===== config.mk =====
export PLATFORM = sky130hd
export DESIGN_NAME = pcr_counter
export DESIGN_NICKNAME = d
export VERILOG_FILES = /design/src/rtl/pcr_pkg.sv /design/src/rtl/pcr_ext_div.sv /design/src/rtl/pcr_base_cnt.sv /design/src/rtl/pcr_ins_timer.sv /design/src/rtl/pcr_counter.sv
export SDC_FILE = /design/constraint.sdc
export NUM_CORES = 1
export LEC_CHECK = 0
export BUFFER_PORTS_ARGS = -buffer_cell sky130_fd_sc_hd__buf_2
export CORE_ASPECT_RATIO = 0.6
export CORE_MARGIN = 2
export CORE_UTILIZATION = 35
export CTS_CLUSTER_DIAMETER = 80
export DETAILED_ROUTE_END_ITERATION = 16
export SLEW_MARGIN = 20
export SYNTH_ARGS = -nofsm -noshare
export SYNTH_HDL_FRONTEND = slang
export SYNTH_SLANG_ARGS = --single-unit

===== constraint.sdc =====
create_clock -name clk -period 10.9 [get_ports clk]
set_clock_uncertainty 0.05 [all_clocks]
set_input_delay 0.545 -clock clk [delete_from_list [all_inputs] [get_ports clk]]
set_output_delay 0.545 -clock clk [all_outputs]
set_load 0.01 [all_outputs]

===== src/rtl/pcr_pkg.sv =====
package pcr_pkg;
  localparam int PCR_EXT_W  = 9;
  localparam int PCR_EXT_M  = 300;
  localparam int PCR_BASE_W = 33;
  localparam int PCR_IVL_W  = 16;
  localparam int PCR_IVL_DF = 9000;
endpackage


===== src/rtl/pcr_ext_div.sv =====
module pcr_ext_div #(
  parameter int EXT_W   = pcr_pkg::PCR_EXT_W,
  parameter int EXT_MOD = pcr_pkg::PCR_EXT_M
) (
  input  logic             clk,
  input  logic             rst,
  input  logic             tick_en,
  input  logic             load,
  input  logic [EXT_W-1:0] load_val,
  output logic [EXT_W-1:0] ext_q,
  output logic             carry
);
  localparam logic [EXT_W-1:0] LAST = EXT_W'(EXT_MOD - 1);

  logic [EXT_W-1:0] load_cl;
  assign load_cl = (load_val > LAST) ? LAST : load_val;
  assign carry   = tick_en && !load && (ext_q == LAST);

  always_ff @(posedge clk) begin
    if (rst)            ext_q <= '0;
    else if (load)      ext_q <= load_cl;
    else if (tick_en)   ext_q <= (ext_q == LAST) ? '0 : ext_q + 1'b1;
  end

  p_ext_range_r2: assert property (@(posedge clk) disable iff (rst)
    ext_q <= LAST);
  p_ext_wrap_r2: assert property (@(posedge clk) disable iff (rst)
    (tick_en && !load && ext_q == LAST) |=> ext_q == '0);
  p_ext_hold_r5: assert property (@(posedge clk) disable iff (rst)
    (!tick_en && !load) |=> $stable(ext_q));
  p_ext_clamp_r6: assert property (@(posedge clk) disable iff (rst)
    (load && load_val > LAST) |=> ext_q == LAST);
endmodule


===== src/rtl/pcr_base_cnt.sv =====
module pcr_base_cnt #(
  parameter int BASE_W = pcr_pkg::PCR_BASE_W
) (
  input  logic              clk,
  input  logic              rst,
  input  logic              step,
  input  logic              load,
  input  logic [BASE_W-1:0] load_val,
  output logic [BASE_W-1:0] base_q
);
  always_ff @(posedge clk) begin
    if (rst)         base_q <= '0;
    else if (load)   base_q <= load_val;
    else if (step)   base_q <= base_q + 1'b1;
  end

  p_base_step_r3: assert property (@(posedge clk) disable iff (rst)
    (step && !load) |=> base_q == $past(base_q) + 1'b1);
  p_base_hold_r5: assert property (@(posedge clk) disable iff (rst)
    (!step && !load) |=> $stable(base_q));
endmodule


===== src/rtl/pcr_ins_timer.sv =====
module pcr_ins_timer #(
  parameter int IVL_W       = pcr_pkg::PCR_IVL_W,
  parameter int IVL_DEFAULT = pcr_pkg::PCR_IVL_DF
) (
  input  logic             clk,
  input  logic             rst,
  input  logic             step,
  input  logic             load,
  input  logic [IVL_W-1:0] ivl_cfg,
  output logic             strobe
);
  logic [IVL_W-1:0] icnt;
  logic [IVL_W-1:0] ivl_eff;
  logic             done;

  assign ivl_eff = (ivl_cfg == '0) ? IVL_W'(IVL_DEFAULT) : ivl_cfg;
  assign done    = (icnt >= ivl_eff - 1'b1);

  always_ff @(posedge clk) begin
    if (rst || load) begin
      icnt   <= '0;
      strobe <= 1'b0;
    end else if (step) begin
      icnt   <= done ? '0 : icnt + 1'b1;
      strobe <= done;
    end else begin
      strobe <= 1'b0;
    end
  end

  p_strobe_single_r7: assert property (@(posedge clk) disable iff (rst)
    strobe |=> !strobe);
  p_cnt_hold_r5: assert property (@(posedge clk) disable iff (rst)
    (!step && !load) |=> $stable(icnt));
endmodule


===== src/rtl/pcr_counter.sv =====
module pcr_counter #(
  parameter int EXT_W       = pcr_pkg::PCR_EXT_W,
  parameter int EXT_MOD     = pcr_pkg::PCR_EXT_M,
  parameter int BASE_W      = pcr_pkg::PCR_BASE_W,
  parameter int IVL_W       = pcr_pkg::PCR_IVL_W,
  parameter int IVL_DEFAULT = pcr_pkg::PCR_IVL_DF,
  localparam int PCR_W      = BASE_W + EXT_W
) (
  input  logic              clk,
  input  logic              rst,
  input  logic              tick_en,
  input  logic              load,
  input  logic [BASE_W-1:0] load_base,
  input  logic [EXT_W-1:0]  load_ext,
  input  logic [IVL_W-1:0]  ivl_cfg,
  input  logic              snap_req,
  output logic [PCR_W-1:0]  pcr_value,
  output logic [PCR_W-1:0]  snap_value,
  output logic              insert_strobe
);
  logic [EXT_W-1:0]  ext_q;
  logic [BASE_W-1:0] base_q;
  logic              carry;

  pcr_ext_div #(.EXT_W(EXT_W), .EXT_MOD(EXT_MOD)) u_ext (
    .clk(clk), .rst(rst), .tick_en(tick_en), .load(load),
    .load_val(load_ext), .ext_q(ext_q), .carry(carry));

  pcr_base_cnt #(.BASE_W(BASE_W)) u_base (
    .clk(clk), .rst(rst), .step(carry), .load(load),
    .load_val(load_base), .base_q(base_q));

  pcr_ins_timer #(.IVL_W(IVL_W), .IVL_DEFAULT(IVL_DEFAULT)) u_ins (
    .clk(clk), .rst(rst), .step(carry), .load(load),
    .ivl_cfg(ivl_cfg), .strobe(insert_strobe));

  assign pcr_value = {base_q, ext_q};

  always_ff @(posedge clk) begin
    if (rst)           snap_value <= '0;
    else if (snap_req) snap_value <= pcr_value;
  end

  p_snap_capture_r9: assert property (@(posedge clk) disable iff (rst)
    snap_req |=> snap_value == $past(pcr_value));
  p_snap_hold_r9: assert property (@(posedge clk) disable iff (rst)
    !snap_req |=> $stable(snap_value));
endmodule


==> results.md <==
* R2R Setup Slk at 7.92 ns
* Synth area leaders: dfxtp_1, mux2i_1, nor2_1
* Clock root buffer: clkbuf_16
* Syn. warnings at 0
* Slew headroom at 0.262
* N_diodes at 0
* Post-DR vias/cell at 5.17
* Die area at 16900 µm²
* Pint at 0.620 mW
* Switch share at 0.267
* Cell Pwr Density at 126 nW/µm²
* Period minus WS final at 4.31 ns
* # rows at 35
* Fin area at 6710 µm²
* Post-cts resize count at 0
* CP endpoint kind: flip-flop
* Number of synthesized register bits at 101
* Remaining antenna violation count at 0
* Later-pin clock latency in the skew report at 0.34 ns
* Total wire length at 14.5 mm
* Pleak at 3.01 nW
* Logic pwr share at 0.123
* Largest net degree at the start of global routing at 104
* First-pass GRT wire length at 23.6 mm
* Final HPWL DP at 10.0 mm
* Dpl ws at 6.28 ns
* Placed cell count at 942
* Layout cells sized above 1 at 0.235
* # DRC at 0
* Vias in the first global route at 4398
* Post-route setup TNS at 0 ns
* Most numerous cell in the Yosys netlist: dfxtp_1
* Clk pwr share at 0.397
* Status: complete, no violations
* Core footprint at 15400 µm²
* Actual slew at the worst max-slew pin at 1.10 ns
* Final period util at 0.396
* Final-report max-slew violation count at 0
* Startpoint types: input pin
* Dpl cell area at 6370 µm²
* Worst Hold Class: in2reg
* Setup ws final at 6.59 ns
* RSZ-0062 raised after global routing: false
* Clock transition at path regs at 0.07 ns
* CTS buffer count at 9
* Die width at 166 µm
* Worst path required time at 11.01 ns
* Final Setup Violations at 0
* Max-cap viol count at 0
* Final hold vios at 0
* IO Pins at 148
* Main synth FF type: dfxtp_1
* Synth unique cells at 60
* Maximum VDD drop at 0.0680 mV
* CTS Hold Bufs at 0
* Initial Util at 0.359
* Post-synthesis average cell area at 8.80 µm²
* Worst hold margin at 0.387 ns
* NetSw at 0.226 mW
* Via count at 4961
* Sequential cell area fraction in the yosys report at 0.365
* Post-route insts no fill at 959
* Initial antenna violation count at 0
* Synth cell count leaders: dfxtp_1, nor2_1, mux2i_1, a21oi_1, inv_1
* Mapped Area at 5540 µm²
* Routability cong. at 0.748
* Post-CTS Setup Bufs at 0
* Synth Instances at 629
* CTS H-tree depth at 3
* Clock sink total at 101
* Cell accounting for the most synthesized area: dfxtp_1
* Die Span Y at 101 µm
* Crit path kind: in2reg
* Synth top area share at 0.365
* Core Util, Final at 0.435
* DR pass1 iterations at 5
* Fill count at 1570
* Layout area overhead at 21.1%
* Synthesized Nets at 712
* Crit-path max FO at 17
* Sequential share of power at 0.479
* Arrival time at the worst endpoint at 4.42 ns
* CTS Buffer Depth at 2
* PortBufs at 147
* CTS tree: built
* DRT iter0 DRCs at 252
* Net count, final at 834
* Fmax at 0.232 GHz
* Total power at 0.845 mW
* Tot GR Track Use at 0.172
* Routed len/inst at 15.1 µm
* Post-synth EDFFs at 0
* GRT Residual Overflow at 0
* Async S/R FF share, synth at 0
-- flip-flops by register name, indices dropped and copies added (netlist names) --
signal,count
u_base.base_q,33
u_ins.strobe,1
snap_value,42
u_ins.icnt,16
u_ext.ext_q,9
-- worst max-delay path, stage by stage --
cell and delay [ns]:
buf_2 0.11, inv_1 0.05, ha_1 0.17, or3b_4 0.40, or4b_4 0.53, nor3_4 0.45
nor2_1 0.11, xor2_1 0.18, ha_1 0.31, nand4_1 0.16, nor2_1 0.15, o2111ai_1 0.12
o21ai_1 0.86, a2111oi_0 0.28
-- kinds of logic after synthesis --
family | after synthesis | synth area share
xor gates and xnor gates | 47 | 0.0744
adders and majority gates | 20 | 0.0452
buffers and inverters | 69 | 0.0515
muxes | 51 | 0.0925
and+or+nand+nor | 228 | 0.233
AOI/OAI and AO/OA | 113 | 0.138
DFF | 101 | 0.365
-- metal layers --
metal	part of all wire	up-vias	global-route usage
li1	-	2523	-
met1	0.56	2297	0.274
met2	0.38	130	0.230
met3	0.056	11	0.0395
met4	0.0090	0	0.0332
met5	0	-	0
-- path summary, 6_finish.rpt --
check | to | start | cells past startpoint
setup / recovery | u_ins.icnt[13]$_SDFFE_PP0P_ | ivl_cfg[0] | 14
hold / removal | u_base.base_q[1]$_SDFFE_PP0P_ | load_base[1] | 3
setup reg to reg | u_ins.icnt[1]$_SDFFE_PP0P_ | u_ext.ext_q[0]$_SDFFE_PP0P_ | 6
hold reg to reg | snap_value[23]$_SDFFE_PP0P_ | snap_value[23]$_SDFFE_PP0P_ | 2
-- final cells by class --
type                    instances  area (µm²)  area share
flip-flops and latches        101        2020       0.302
repair buffers                149         776       0.116
clock buffers                  10         239      0.0356
multi-input cells             459        3230       0.481
well taps                     203         254      0.0379
inverters                      31         116      0.0174
clock inverters                 6        70.1      0.0104
-- power by group through the flow --
| stage | registers [mW] | logic [mW] | clock network, mW |
|---|---|---|---|
| floorplan | 0.416 | 0.0561 | 0 |
| global placement | 0.413 | 0.103 | 0 |
| detailed placement | 0.413 | 0.104 | 0 |
| CTS | 0.405 | 0.104 | 0.349 |
| global route | 0.408 | 0.116 | 0.363 |
| finish | 0.405 | 0.104 | 0.336 |
-- cell usage in the layout (no fill, tap or decap), types with 21 or more instances in the layout --
cell type / instances
a21oi_1: 34
mux2i_1: 50
buf_2: 145
xor2_1: 21
xnor2_1: 26
nand2_1: 21
nor2_1: 67
nor3_1: 29
dfxtp_1: 101
inv_1: 31
(Power assumes the default switching activity.)
